$ cat config.mk
export PLATFORM = sky130hd
export DESIGN_NAME = rx_addr_match
export DESIGN_NICKNAME = d
export VERILOG_FILES = /design/src/rtl/rxm_pkg.sv /design/src/rtl/rxm_seq.sv /design/src/rtl/rxm_p0_cmp.sv /design/src/rtl/rxm_grp_cmp.sv /design/src/rtl/rx_addr_match.sv
export SDC_FILE = /design/constraint.sdc
export NUM_CORES = 1
export LEC_CHECK = 0
export CAP_MARGIN = 10
export CORE_UTILIZATION = 30
export DETAILED_ROUTE_END_ITERATION = 10
export DONT_BUFFER_PORTS = 1
export GPL_ROUTABILITY_DRIVEN = 0
export PLACE_DENSITY_LB_ADDON = 0.12
export SYNTH_ARGS = -nofsm -noshare
export SYNTH_HDL_FRONTEND = slang
export SYNTH_SLANG_ARGS = --single-unit
$ cat constraint.sdc
create_clock -name clk -period 6.45 [get_ports clk]
set_input_delay 1.29 -clock clk [delete_from_list [all_inputs] [get_ports clk]]
set_output_delay 1.29 -clock clk [all_outputs]
set_load 0.005 [all_outputs]
$ cat src/rtl/rxm_pkg.sv
package rxm_pkg;

  localparam int NPIPE = 6;
  localparam int PID_W = 3;

  typedef logic [PID_W-1:0] pipe_id_t;

  localparam pipe_id_t NO_PIPE = 3'b111;

  // address length in bytes for a width code; the unassigned code acts as 3
  function automatic logic [2:0] aw_bytes(input logic [1:0] code);
    case (code)
      2'b10:   aw_bytes = 3'd4;
      2'b11:   aw_bytes = 3'd5;
      default: aw_bytes = 3'd3;
    endcase
  endfunction

  // lowest set bit of the hit vector wins; none set gives NO_PIPE
  function automatic pipe_id_t lowest_hit(input logic [NPIPE-1:0] hits);
    lowest_hit = NO_PIPE;
    for (int i = NPIPE - 1; i >= 0; i--) begin
      if (hits[i]) lowest_hit = pipe_id_t'(i);
    end
  endfunction

endpackage

$ cat src/rtl/rxm_seq.sv
// Tracks where the stream is inside the address field.
module rxm_seq #(
  parameter int IDX_W = 3
) (
  input  logic             clk,
  input  logic             rst_n,
  input  logic             byte_vld,
  input  logic             byte_sop,
  input  logic [IDX_W-1:0] nbytes,
  output logic             take,
  output logic             first,
  output logic             last,
  output logic [IDX_W-1:0] idx_cur
);

  logic             active_q;
  logic [IDX_W-1:0] idx_q;

  assign take    = byte_vld && (byte_sop || active_q);
  assign first   = take && byte_sop;
  assign idx_cur = byte_sop ? '0 : idx_q;
  assign last    = take && (idx_cur == nbytes - IDX_W'(1));

  always_ff @(posedge clk or negedge rst_n) begin
    if (!rst_n) begin
      active_q <= 1'b0;
      idx_q    <= '0;
    end else if (take) begin
      active_q <= !last;
      idx_q    <= idx_cur + IDX_W'(1);
    end
  end

endmodule

$ cat src/rtl/rxm_p0_cmp.sv
// Running byte compare against the private address of pipe 0.
module rxm_p0_cmp #(
  parameter int BW    = 8,
  parameter int NB    = 5,
  parameter int IDX_W = 3
) (
  input  logic             clk,
  input  logic             rst_n,
  input  logic             take,
  input  logic             first,
  input  logic [IDX_W-1:0] idx_cur,
  input  logic [BW-1:0]    byte_in,
  input  logic [NB*BW-1:0] addr,
  output logic             ok_next
);

  localparam int SLOTS = 1 << IDX_W;

  logic [BW-1:0] slot [SLOTS];
  logic          ok_q;

  for (genvar i = 0; i < SLOTS; i++) begin : g_slot
    if (i < NB) begin : g_used
      assign slot[i] = addr[i*BW +: BW];
    end else begin : g_pad
      assign slot[i] = '0;
    end
  end

  assign ok_next = (first || ok_q) && (byte_in == slot[idx_cur]);

  always_ff @(posedge clk or negedge rst_n) begin
    if (!rst_n)    ok_q <= 1'b0;
    else if (take) ok_q <= ok_next;
  end

endmodule

$ cat src/rtl/rxm_grp_cmp.sv
// Pipes 1..5: low byte selects candidates, later bytes check the shared upper part.
module rxm_grp_cmp #(
  parameter int BW    = 8,
  parameter int NB    = 5,
  parameter int NGRP  = 5,
  parameter int IDX_W = 3
) (
  input  logic                 clk,
  input  logic                 rst_n,
  input  logic                 take,
  input  logic                 first,
  input  logic [IDX_W-1:0]     idx_cur,
  input  logic [BW-1:0]        byte_in,
  input  logic [NGRP*BW-1:0]   lo_bytes,
  input  logic [(NB-1)*BW-1:0] hi_bytes,
  output logic [NGRP-1:0]      hit_next
);

  localparam int SLOTS = 1 << IDX_W;

  logic [BW-1:0]   hi_slot [SLOTS];
  logic [NGRP-1:0] cand_q, cand_n, lo_eq;
  logic            up_q, up_n;
  logic [IDX_W-1:0] hi_idx;

  for (genvar i = 0; i < SLOTS; i++) begin : g_hi
    if (i < NB - 1) begin : g_used
      assign hi_slot[i] = hi_bytes[i*BW +: BW];
    end else begin : g_pad
      assign hi_slot[i] = '0;
    end
  end

  for (genvar k = 0; k < NGRP; k++) begin : g_lo
    assign lo_eq[k] = (byte_in == lo_bytes[k*BW +: BW]);
  end

  assign hi_idx   = idx_cur - IDX_W'(1);
  assign cand_n   = first ? lo_eq : cand_q;
  assign up_n     = first ? 1'b1 : (up_q && (byte_in == hi_slot[hi_idx]));
  assign hit_next = cand_n & {NGRP{up_n}};

  always_ff @(posedge clk or negedge rst_n) begin
    if (!rst_n) begin
      cand_q <= '0;
      up_q   <= 1'b0;
    end else if (take) begin
      cand_q <= cand_n;
      up_q   <= up_n;
    end
  end

endmodule

$ cat src/rtl/rx_addr_match.sv
module rx_addr_match
  import rxm_pkg::*;
#(
  parameter int BW = 8,
  parameter int NB = 5
) (
  input  logic                     clk,
  input  logic                     rst_n,
  input  logic [1:0]               aw_code,
  input  logic [NPIPE-1:0]         pipe_en,
  input  logic [NB*BW-1:0]         p0_addr,
  input  logic [(NB-1)*BW-1:0]     grp_hi,
  input  logic [(NPIPE-1)*BW-1:0]  grp_lo,
  input  logic                     byte_vld,
  input  logic                     byte_sop,
  input  logic [BW-1:0]            byte_in,
  output logic                     addr_strip,
  output logic                     match_vld,
  output logic [PID_W-1:0]         match_pipe
);

  localparam int IDX_W = $clog2(NB) < 1 ? 1 : $clog2(NB);
  localparam int NGRP  = NPIPE - 1;

  logic [IDX_W-1:0] nbytes, idx_cur;
  logic             acc_take, acc_first, acc_last;
  logic             p0_hit;
  logic [NGRP-1:0]  grp_hit;
  logic [NPIPE-1:0] pipe_hits;

  assign nbytes = IDX_W'(aw_bytes(aw_code));

  rxm_seq #(.IDX_W(IDX_W)) u_seq (
    .clk     (clk),
    .rst_n   (rst_n),
    .byte_vld(byte_vld),
    .byte_sop(byte_sop),
    .nbytes  (nbytes),
    .take    (acc_take),
    .first   (acc_first),
    .last    (acc_last),
    .idx_cur (idx_cur)
  );

  rxm_p0_cmp #(.BW(BW), .NB(NB), .IDX_W(IDX_W)) u_p0 (
    .clk    (clk),
    .rst_n  (rst_n),
    .take   (acc_take),
    .first  (acc_first),
    .idx_cur(idx_cur),
    .byte_in(byte_in),
    .addr   (p0_addr),
    .ok_next(p0_hit)
  );

  rxm_grp_cmp #(.BW(BW), .NB(NB), .NGRP(NGRP), .IDX_W(IDX_W)) u_grp (
    .clk     (clk),
    .rst_n   (rst_n),
    .take    (acc_take),
    .first   (acc_first),
    .idx_cur (idx_cur),
    .byte_in (byte_in),
    .lo_bytes(grp_lo),
    .hi_bytes(grp_hi),
    .hit_next(grp_hit)
  );

  assign pipe_hits  = {grp_hit, p0_hit} & pipe_en;
  assign addr_strip = acc_take;

  always_ff @(posedge clk or negedge rst_n) begin
    if (!rst_n) begin
      match_vld  <= 1'b0;
      match_pipe <= NO_PIPE;
    end else begin
      match_vld <= acc_last;
      if (acc_last) match_pipe <= lowest_hit(pipe_hits);
    end
  end

endmodule

# After elaboration in Yosys (flattened, before gate mapping)

Cells that the tools add are included.

Flip-flop bits (word level): 15

Bitwise operators: 4
Equal/unequal tests: 10
Magnitude comparators: 2
$add $sub $neg: 3
Reduce and logical (&&, ||, !) cells: 8
Multiplexer cells: 16

Operators with widths:

| kind                                                               | number |
|---|---|
| 8-bit equality test                                                | 7 |
| 8-bit binary-select mux with 3-bit select                          | 2 |
| 8-bit 2-to-1 mux                                                   | 4 |
| 3-bit 2-to-1 mux                                                   | 6 |
| 4-bit greater-or-equal comparator, second input constant           | 2 |
| 3-bit inverter with 4-bit output                                   | 2 |
| 6-bit bitwise AND                                                  | 1 |
| 3-bit one-hot mux with 2 select lines                              | 1 |
| 3-bit by 1-bit subtractor with 3-bit output, second input constant | 2 |
| 5-bit bitwise AND                                                  | 1 |
| 1-bit logical AND                                                  | 5 |
| 5-bit 2-to-1 mux                                                   | 1 |
| 2-bit equality test, second input constant                         | 2 |
| 3-bit by 1-bit adder with 3-bit output, second input constant      | 1 |
| 3-bit equality test                                                | 1 |
| 1-bit logical OR                                                   | 2 |
| 2-bit 2-to-1 mux                                                   | 1 |
| 1-bit zero test                                                    | 1 |
| 1-bit 2-to-1 mux                                                   | 1 |

# Longest topological paths before layout

Gate-level depths: netlist of run 1.

Word-level depth: 17
Depth in mapped cells: 12
Mapped depth without buffers: 10

# Modules after synthesis

A second synthesis of run 1 with hierarchy kept.

Cell total of the unflattened synthesis: 257
Area, all modules: 2,218.4 um^2

Modules (own cells, without submodules):

| module        | area each (um^2) | times used | cells an instance |
|---|---|---|---|
| rxm_grp_cmp   | 1,214.9          | 1          | 137 |
| rxm_p0_cmp    | 518.0            | 1          | 64 |
| rxm_seq       | 285.3            | 1          | 34 |
| rx_addr_match | 200.2            | 1          | 22 |

# Worst setup path after synthesis of run 1

OpenSTA, ideal clock, no wires.

Path kind: input to register
Start point: input port byte_sop
End point: register match_pipe[2]
Cell stages on the path: 11
Required time: 6,369 ps
Path buffers: 2
Arrival: 3,633 ps
Slack: 2,736 ps
Cell sequence: clkbuf_1 nor2b_1 ha_1 clkbuf_2 mux2i_1 mux2_2 nand2b_1 a2111oi_0 or4_4 and4_4 a211oi_2

Longest elaborated chain between the ends: 15

Ends and longest elaborated chain:

| what                                                   | RTL line            | RTL |
|---|---|---|
| start, declared                                        | rx_addr_match.sv:15 | `input logic byte_sop,` |
| 3-bit 2-to-1 mux                                       | rxm_seq.sv:21       | `assign idx_cur = byte_sop ? '0 : idx_q;` |
| 3-bit by 1-bit subtractor with 3-bit output            | rxm_grp_cmp.sv:38   | `assign hi_idx = idx_cur - IDX_W'(1);` |
| 3-bit inverter with 4-bit output (not written as such) | rxm_grp_cmp.sv:40   | `assign up_n = first ? 1'b1 : (up_q && (byte_in == hi_slot[hi_idx]));` |
| 8-bit binary-select mux with 3-bit select              | rxm_grp_cmp.sv:40   |  |
| 8-bit 2-to-1 mux (not written as such) (2 in a row)    | rxm_grp_cmp.sv:40   |  |
| 8-bit equality test                                    | rxm_grp_cmp.sv:40   |  |
| 1-bit logical AND                                      | rxm_grp_cmp.sv:40   |  |
| 1-bit 2-to-1 mux                                       | rxm_grp_cmp.sv:40   |  |
| 5-bit bitwise AND                                      | rxm_grp_cmp.sv:41   | `assign hit_next = cand_n & {NGRP{up_n}};` |
| 6-bit bitwise AND                                      | rx_addr_match.sv:68 | `assign pipe_hits = {grp_hit, p0_hit} & pipe_en;` |
| 3-bit 2-to-1 mux (4 in a row)                          | rxm_pkg.sv:23       | `if (hits[i]) lowest_hit = pipe_id_t'(i);` |
| end signal, assigned                                   | rx_addr_match.sv:77 | `if (acc_last) match_pipe <= lowest_hit(pipe_hits);` |
| end, declared                                          | rx_addr_match.sv:19 | `output logic [PID_W-1:0] match_pipe` |

Several ways; a longest one is shown, not always the timed one. The select of a mux whose other input is x is not followed.
A chain may end at the register's enable or synchronous reset.

# Worst setup path in the final report of run 1

Start point: input port byte_sop
End point: register match_pipe[1]

Longest elaborated chain between the ends: 17

Ends and longest elaborated chain:

| what                                                   | RTL line |
|---|---|
| 3-bit 2-to-1 mux                                       | rxm_seq.sv:21 |
| 3-bit by 1-bit subtractor with 3-bit output            | rxm_grp_cmp.sv:38 |
| 3-bit inverter with 4-bit output (not written as such) | rxm_grp_cmp.sv:40 |
| 8-bit binary-select mux with 3-bit select              | rxm_grp_cmp.sv:40 |
| 8-bit 2-to-1 mux (not written as such) (2 in a row)    | rxm_grp_cmp.sv:40 |
| 8-bit equality test                                    | rxm_grp_cmp.sv:40 |
| 1-bit logical AND                                      | rxm_grp_cmp.sv:40 |
| 1-bit 2-to-1 mux                                       | rxm_grp_cmp.sv:40 |
| 5-bit bitwise AND                                      | rxm_grp_cmp.sv:41 |
| 6-bit bitwise AND                                      | rx_addr_match.sv:68 |
| 2-bit 2-to-1 mux                                       | rxm_pkg.sv:23 |
| 3-bit 2-to-1 mux (5 in a row)                          | rxm_pkg.sv:23 |

Several ways; a longest one is shown, not always the timed one. The select of a mux whose other input is x is not followed.

==> impl_metrics.toml, run 1 <==
[clock_network]
cts_root_buf = "clkbuf_8"
cts_setup_buffers = 0
cts.path.max_buffers = 2
clk_pin_slew_ns = 0.06
clock_sinks = 15
cts_hold_buffers = 0
cts_resized = 0
tritoncts = "built"
clk_latency_ns = 0.25
numCtsBuffers = 3
cts_max_level = 1

[sta]
rsz0062_at_grt = "no"
relSlewSlack_pct = 46.93
fmax_mhz = 266.8
hold_viol = 0
finalSetupViolations = 0
min_period_ns = 3.748
skew_ns = 0.003144
fin_tns_setup_ns = 0
tightest_slew_ns = 0.7900
drv_slew = 0
period_share_pct = 58.11
hold_ws_ns = 0.4942

[drt]
drc = 0
antenna_left = 0
vias_per_cell = 5.846
drt-initial-drc-count = 90
vias = 1818
drt_first_pass_iters = 4
wl_per_cell_um = 20.22
drt-total-wl_mm = 6.288

[logic_synthesis]
ys.flop_type = "dfrtp_1"
synth_area_leaders = "xnor2_1 (19%), dfrtp_1 (14%), mux2i_1 (8.2%), mux4_2 (7.6%), nand2_1 (4.2%)"
syn_inst = 247
synth_area_leader_cell = "xnor2_1"
synth_top_family_by_area = "compound AO/OA/AOI/OAI gates"
ys_seq_area_share_pct = 18.23
synthAdderAreaFrac_pct = 0.6017
syn_avg_cell_area_sq_um = 8.419
synth-warning-count = 0
synth_compound_area_share_pct = 20.76
ys_seq_elements = 15
synth_nets = 380
synthXorXnorAreaFrac_pct = 18.95
synth_cell_types = 56
ys_async_sr_fraction_pct = 100.0
netlist.area_leader.share_pct = 18.53
synth_edf_count = 0
synthMuxAreaShare_pct = 16.85
syn_area_sq_um = 2079
yosys.area_share.simple_pct = 18.59

[floorplan]
io_pins = 137
die_h_um = 85.26
die_w_um = 85.26
core_area_sq_um = 6531
initial_core_util_pct = 31.84
dieArea_sq_um = 7268
rows = 29

[layout]
stdcell_count = 311
fillers = 707
drive_above_1_share_pct = 10.26
stdcell_area_sq_um = 2155
layout.nets = 368
diodes = 0
syn_to_final_growth_pct = 3.610

[worst_hold_path]
hp-class = "reg2reg"

[placement]
io_buffers = 0
placed_cells = 307
dpl_cell_area_sq_um = 2110
dp_hpwl_mm = 5.172

[critical_path]
crit_path_start_kind = "input pin"
worst-path-buf-inv = 1
worstPathMaxFanout = 20
critPathSlowestCell = "o41ai_1"
cp_slowest_stage_delay_ns = 0.64
required_ns = 6.60
end_kind = "flip-flop"
critPathTopFamily = "compound AO/OA/AOI/OAI gates"
path_cells = "nand2b_2, inv_8, ha_1, mux4_2, a22oi_1, nor2_1, o41ai_1, and4_4, a211oi_1"
critPathArrivalTime_ns = 3.90
worstSetupPathType = "in2reg"

[pwr]
p_leak_nw = 0.7356
p_per_area_nw_per_um2 = 180.6
ir_drop_v = 0.00004584

[grt]
grt-ovfl-total = 0
grt_pass1_vias = 1794
grt_pass1_wl_mm = 9.508
grt_util_all_layers_pct = 16.72
antenna_found_initial = 0
grt_max_degree = 21

[flow_run]
maxCapViolCount = 0

[outcome]
status = "finished, final reports clean"
[tightest hold or removal path, cell delays in order, from the launching register on]
cell and delay, ns:
dfrtp_1 0.33, nand2_1 0.05, o31ai_1 0.08
[final timing paths]
check / startpoint / end / cells past startpoint / slack (ns)
max: byte_sop / match_pipe[1]$_DFFE_PN1P_ / 9 / 2.70
min: u_grp.cand_q[4]$_DFFE_PN0P_ / u_grp.cand_q[4]$_DFFE_PN0P_ / 2 / 0.49
max reg2reg: u_seq.idx_q[0]$_DFFE_PN0P_ / match_pipe[1]$_DFFE_PN1P_ / 9 / 2.99
min reg2reg: u_grp.cand_q[4]$_DFFE_PN0P_ / u_grp.cand_q[4]$_DFFE_PN0P_ / 2 / 0.49
max in group asynchronous: rst_n / match_pipe[2]$_DFFE_PN1P_ / 0 / 5.55
min in group asynchronous: rst_n / u_seq.idx_q[0]$_DFFE_PN0P_ / 0 / 0.73
[where the power goes]
part / switching [mW] / total (mW) / leakage, nW / internal [mW]
logic: 0.0772 / 0.170 / 0.524 / 0.0933
clock network: 0.0323 / 0.0761 / 0.0228 / 0.0437
registers: 0.0267 / 0.143 / 0.189 / 0.116
[kinds of logic after synthesis]
logic type                 Yosys count
AOI/OAI and AO/OA                   58
xor gates and xnor gates            45
adders and majority gates            1
buffers and inverters               28
DFF                                 15
muxes                               26
and+or+nand+nor                     74
[metal layers]
metal / vias to the layer above / track usage, % / routed length [um]
met3: 8 / 3.599 / 381
met5: - / 0 / 0
li1: 893 / - / -
met2: 57 / 27.64 / 3059
met4: 0 / 4.242 / 77
met1: 860 / 22.24 / 2769
[cell type report]
cell class | count | area (sq um) | area share, %
inverters | 10 | 45.04 | 2.091
multi-input cells | 204 | 1582 | 73.40
well taps | 77 | 96.34 | 4.472
repair buffers | 1 | 7.507 | 0.3484
flip-flops and latches | 15 | 379.1 | 17.60
clock buffers | 4 | 45.04 | 2.091
[synth_stat cells, types with 2 or more instances]
cell and instances:
dfstp_2 3, a22oi_1 6, xnor2_1 44, nand2b_1 2, nand2_1 23, a211oi_1 2, o22a_1 5, a21oi_1 9
mux2i_1 17, nand3_1 4, mux4_2 7, nor2_1 10, mux2_2 2, a221oi_1 3, clkbuf_1 11, inv_1 8
nor2b_1 5, a32o_1 2, buf_1 2, dfrtp_1 12, o31ai_1 5, o32ai_1 3, o21ai_0 8, nand4_1 13
o211ai_1 2, nor3_1 5, and2_1 2, buf_2 3, or2_2 2
[state kept, by name (all words and copies together), names as in the netlist]
| register | flops |
|---|---|
| u_grp.cand_q | 5 |
| match_pipe | 3 |
| u_seq.idx_q | 3 |
| match_vld | 1 |
| u_grp.up_q | 1 |
| u_p0.ok_q | 1 |
| u_seq.active_q | 1 |
[through the flow]
stage                     total power, mW  utilization, %  setup slack, ns
after floorplan                    0.2934               -            2.736
after detailed placement           0.3152           32.30            2.437
after CTS                          0.3936           32.99            2.686
final                              0.3892           32.99            2.702
after global routing               0.4156           32.99            2.540
after global placement             0.3145           32.30            2.474
[cells in the final DEF (no fill, tap or decap), types with 4 or more instances in the layout]
master / instances
xnor2_1: 44
nand2_1: 23
mux2i_1: 17
nand4_1: 13
dfrtp_1: 12
nor2_1: 10
a21oi_1: 9
o21ai_0: 8
inv_1: 8
mux4_2: 7
a22oi_1: 6
nor2b_1: 5
nor3_1: 5
o31ai_1: 5
o22a_1: 5
nand3_1: 4
Power figures use the tool's default switching activity.
==> inputs of run 2 (changes only) <==
==> constraint.sdc (replaced) <==
create_clock -name clk -period 3.9 [get_ports clk]
set_input_delay 0.78 -clock clk [delete_from_list [all_inputs] [get_ports clk]]
set_output_delay 0.78 -clock clk [all_outputs]
set_load 0.005 [all_outputs]
==> run 2 against run 1 <==
Against the previous run: sequential share of layout area decreased by 0.18 points; via count increased by 0.55%; highest routed layer unchanged; critical path type unchanged; die area unchanged.
==> impl_metrics.toml, run 2 (synthesis gave the netlist of run 1 again) <==
[outcome]
status = "finished, final reports clean"

[critical_path]
path_cells = "nand2b_2, inv_8, ha_1, mux4_2, a22oi_1, nor2_1, o41ai_1, and4_4, a211oi_1"
critPathSlowestCell = "o41ai_1"
required_ns = 4.05
critPathArrivalTime_ns = 3.40
critPathTopFamily = "compound AO/OA/AOI/OAI gates"
worst-path-buf-inv = 1
worstSetupPathType = "in2reg"
worstPathMaxFanout = 20
end_kind = "flip-flop"
cp_slowest_stage_delay_ns = 0.66
crit_path_start_kind = "input pin"

[layout]
syn_to_final_growth_pct = 4.693
largestRegisters = "u_grp.cand_q (5), match_pipe (3), u_seq.idx_q (3)"
most-common-layout-cells = "xnor2_1 (44), nand2_1 (23), mux2i_1 (17)"
fillers = 699
final_common_cell = "xnor2_1"
largest_register_ffs = 5
stdcell_area_sq_um = 2177
max_flop_register = "u_grp.cand_q"
layout.nets = 371
diodes = 0
drive_above_1_share_pct = 11.39

[drt]
drt-initial-drc-count = 120
drt-total-wl_mm = 6.291
wl_per_cell_um = 20.04
drc = 0
drt_first_pass_iters = 4
antenna_left = 0
vias = 1828
vias_per_cell = 5.822

[clock_network]
cts_max_level = 1
clk_latency_ns = 0.24
clk_pin_slew_ns = 0.06
cts_root_buf = "clkbuf_8"
cts.path.max_buffers = 2
numCtsBuffers = 3
cts_hold_buffers = 0
clock_sinks = 15
cts_resized = 0
tritoncts = "built"
cts_setup_buffers = 0

[grt]
antenna_found_initial = 0
grt_pass1_vias = 1824
grt_pass1_wl_mm = 9.860
grt-ovfl-total = 0
grt_max_degree = 21
grt_util_all_layers_pct = 17.28

[floorplan]
rows = 29
die_h_um = 85.26
initial_core_util_pct = 31.84
core_area_sq_um = 6531
dieArea_sq_um = 7268
io_pins = 137
die_w_um = 85.26

[placement]
dp_hpwl_mm = 5.252
dpl_cell_area_sq_um = 2132
io_buffers = 0

[sta]
relSlewSlack_pct = 55.23
skew_ns = 0.002907
rsz0062_at_grt = "no"
fin_tns_setup_ns = 0
min_period_ns = 3.258
fmax_mhz = 306.9
finalSetupViolations = 0
hold_viol = 0
tightest_slew_ns = 0.6629
period_share_pct = 83.54
drv_slew = 0

[pwr]
p_per_area_nw_per_um2 = 298.4
p_leak_nw = 0.7509
ir_drop_v = 0.00007852

[flow_run]
maxCapViolCount = 0

[worst_hold_path]
hp-class = "in2async"
## run 2: cell types whose count changed in the layout (fill, tap and decap cells not counted), sizes merged
cell | before | now
buf | 1 | 4
## run 2: layout make-up
cell class	instances	area (sq um)	area share [%]
clock buffers	4	45.04	2.069
multi-input cells	204	1582	72.64
inverters	10	45.04	2.069
well taps	77	96.34	4.425
repair buffers	4	30.03	1.379
flip-flops and latches	15	379.1	17.41
## run 2: path summary, 6_finish.rpt
kind | startpoint | endpoint | slack (ns) | depth (start not counted)
worst min register to register | u_grp.cand_q[4]$_DFFE_PN0P_ | u_grp.cand_q[4]$_DFFE_PN0P_ | 0.49 | 2
worst max-delay path | byte_sop | match_pipe[0]$_DFFE_PN1P_ | 0.64 | 9
max in group asynchronous | rst_n | match_pipe[1]$_DFFE_PN1P_ | 3.50 | 0
worst max register to register | u_seq.idx_q[0]$_DFFE_PN0P_ | match_pipe[0]$_DFFE_PN1P_ | 0.82 | 9
min in group clk | u_grp.cand_q[4]$_DFFE_PN0P_ | u_grp.cand_q[4]$_DFFE_PN0P_ | 0.49 | 2
worst min-delay path | rst_n | u_seq.idx_q[1]$_DFFE_PN0P_ | 0.22 | 0
## run 2: worst register-to-register path, stage by stage, from the launching register on
cell      delay [ns]
dfrtp_1         0.39
nand2b_2        0.23
inv_8           0.09
ha_1            0.53
mux4_2          0.38
a22oi_1         0.19
nor2_1          0.06
o41ai_1         0.66
and4_4          0.37
a211oi_1        0.08
## run 2: layer usage
metal  vias up  GRT usage [%]  wire length (um)
li1        899              -                 -
met1       857          23.79              2742
met2        70          28.15              3094
met3         2          3.988               437
met4         0          2.727                17
met5         -              0                 0
## run 2: power breakdown
| part | switching [mW] | internal (mW) |
|---|---|---|
| Combinational | 0.151 | 0.160 |
| Clock | 0.0520 | 0.0723 |
| Sequential | 0.0223 | 0.192 |
## run 2: per-stage QoR
| step | hold WS [ns] | utilization [%] | setup WS [ns] | cells | total power, mW |
|---|---|---|---|---|---|
| after global placement | 0.4735 | 32.64 | 0.4433 | 310 | 0.5288 |
| after CTS | 0.2167 | 33.33 | 0.6727 | 314 | 0.6591 |
| after detailed placement | 0.4716 | 32.64 | 0.4356 | 310 | 0.5294 |
| final | 0.2240 | 33.33 | 0.6418 | 314 | 0.6496 |
| after floorplan | 0.4458 | - | 0.6956 | 247 | 0.4852 |
| after global routing | 0.2056 | 33.33 | 0.5133 | 314 | 0.6986 |
==> inputs of run 3 (changes only) <==
==> constraint.sdc (replaced) <==
create_clock -name clk -period 2.75 [get_ports clk]
set_input_delay 0.55 -clock clk [delete_from_list [all_inputs] [get_ports clk]]
set_output_delay 0.55 -clock clk [all_outputs]
set_load 0.005 [all_outputs]
==> run 3 against run 2 <==
Against the previous run: clock power rose by 50%; sequential power rose by 41%; critical path type is now reg2reg; sequential share of layout area fell by 0.98 points; largest cell class unchanged; first-iteration DRC count fell by 18%; combinational power rose by 57%; critical path depth rose by 1; final cell count rose by 3.2%; core utilization rose by 2.0 points; global-route usage rose by 0.74 points; power rose by 51%; die area did not move.
==> impl_metrics.toml, run 3 (synthesis gave the netlist of run 1 again) <==
[outcome]
status = "finished, final reports clean"

[sta]
tightest_slew_ns = 0.6299
hold_ws_ns = 0.1417
skew_ns = 0.005637
drv_slew = 0
period_share_pct = 95.00
finalSetupViolations = 0
rsz0062_at_grt = "no"
hold_viol = 0
min_period_ns = 2.613
fmax_mhz = 382.8
relSlewSlack_pct = 57.57

[floorplan]
die_h_um = 85.26
io_pins = 137
initial_core_util_pct = 31.84
dieArea_sq_um = 7268
core_area_sq_um = 6531
rows = 29
die_w_um = 85.26

[worst_hold_path]
hp-class = "in2async"

[critical_path]
critPathArrivalTime_ns = 2.78
r2r_slack_ns = 0.14
rr_worst_depth = 10
r2r-end = "match_pipe[1]$_DFFE_PN1P_"
r2r_start = "u_seq.idx_q[0]$_DFFE_PN0P_"
required_ns = 2.92
worstPathMaxFanout = 10
cp_slowest_stage_delay_ns = 0.55
crit_path_start_kind = "flip-flop"
worstSetupPathType = "reg2reg"
path_cells = "nand2b_4, inv_8, ha_4, mux2i_1, mux2_4, nand2b_1, a2111oi_2, or4_4, and4_4, a211oi_2"
critPathLaunch = "u_seq.idx_q[0]$_DFFE_PN0P_"
critPathSlowestCell = "or4_4"
end_kind = "flip-flop"
critPathCapture = "match_pipe[1]$_DFFE_PN1P_"

[clock_network]
cts.path.max_buffers = 2
tritoncts = "built"
clk_latency_ns = 0.25
cts_root_buf = "clkbuf_8"
numCtsBuffers = 3
cts_setup_buffers = 0
clock_sinks = 15
cts_max_level = 1
clk_pin_slew_ns = 0.07

[pwr]
p_int_mw = 0.6359
switchingPower_mw = 0.3425
p_leak_nw = 0.8183
p_per_area_nw_per_um2 = 424.1
power.share.clock_pct = 19.0
p_seq_share_pct = 31.0
ir_drop_v = 0.0001454
netSwitchingFraction_pct = 35.01
p_comb_share_pct = 50.0
power.total_mw = 0.9784

[drt]
drc = 0
route.met2.wl_mm = 3.282
vias_per_cell = 5.892
wl_per_cell_um = 20.50
drt_first_pass_iters = 4
top_layer = "met4"
vias = 1909
drt-total-wl_mm = 6.643
wl_met3_um = 525
wl_met1_mm = 2.797
drt-initial-drc-count = 98
antenna_left = 0

[flow_run]
maxCapViolCount = 0

[placement]
dp_hpwl_mm = 5.506
io_buffers = 0

[layout]
largestRegisters = "u_grp.cand_q (5), match_pipe (3), u_seq.idx_q (3)"
layout.nets = 381
final_common_cell = "xnor2_1"
most-common-layout-cells = "xnor2_1 (44), nand2_1 (23), mux2i_1 (17)"
drive_above_1_share_pct = 17.00
largest_register_ffs = 5
max_flop_register = "u_grp.cand_q"
syn_to_final_growth_pct = 10.95
diodes = 0

[grt]
grt_max_degree = 21
grt_pass1_vias = 1940
grt-ovfl-total = 0
grt_pass1_wl_mm = 10.14
antenna_found_initial = 0
grt_util_all_layers_pct = 18.02
run 3: changes by cell type in the layout (fill, tap and decap cells not counted), sizes merged:
cell | before | now
buf | 4 | 13
dlygate4sd3 | 0 | 1
run 3: worst min path at each step:
| stage | to | slack, ns |
|---|---|---|
| finish | match_pipe[0]$_DFFE_PN1P_ | 0.14 |
| global route | match_pipe[0]$_DFFE_PN1P_ | 0.13 |
| CTS | match_pipe[0]$_DFFE_PN1P_ | 0.13 |
| detailed placement | u_seq.active_q$_DFFE_PN0P_ | 0.25 |
| global placement | u_seq.active_q$_DFFE_PN0P_ | 0.26 |
| floorplan | match_vld$_DFF_PN0_ | 0.25 |
run 3: power by group through the flow:
stage	registers, mW	logic [mW]	clock network (mW)
after detailed placement	0.308	0.483	0
after global placement	0.306	0.482	0
final	0.304	0.489	0.186
after global routing	0.309	0.540	0.202
after floorplan	0.296	0.420	0
after CTS	0.303	0.491	0.195
run 3: worst max-delay path, delay by kind of cell (launching register included):
family                   cells  cell delay, ns
AO/OA/AOI/OAI                2            0.27
adder cells (fa/ha/maj)      1            0.35
multiplexers                 2            0.37
flip-flops                   1            0.47
buffers and inverters        1            0.05
AND/OR/NAND/NOR              4            1.01
run 3: cell type report:
cell class	count	area, sq um
tap	77	96.34
timing repair buffer	14	107.6
multi-input combinational	204	1634
fill	706	4224
sequential	15	379.1
inverter	10	45.04
clock buffer	4	45.04
run 3: metal layers:
metal / global-route usage [%] / up-vias
li1: - / 917
met1: 23.60 / 902
met2: 30.21 / 86
met3: 4.280 / 4
met4: 3.939 / 0
met5: 0 / -
run 3: per-stage QoR:
| step | std cells | utilization (%) | TNS, ns | instance area (sq um) | setup WS (ns) |
|---|---|---|---|---|---|
| after floorplan | 247 | - | -0.1013 | 2137 | -0.05778 |
| after global placement | 319 | 34.37 | 0 | 2245 | 0.08624 |
| after detailed placement | 319 | 34.37 | 0 | 2245 | 0.05367 |
| after CTS | 324 | 35.21 | 0 | 2300 | 0.1277 |
| after global routing | 324 | 35.33 | 0 | 2307 | 0.006834 |
| final | 324 | 35.33 | 0 | 2307 | 0.1375 |
run 3: what timing repair did:
action,4_1_cts,5_1_grt
endpoints found under the hold margin,12,0
resized for setup,0,1
hold buffers,1,0
setup endpoints to repair,0,3
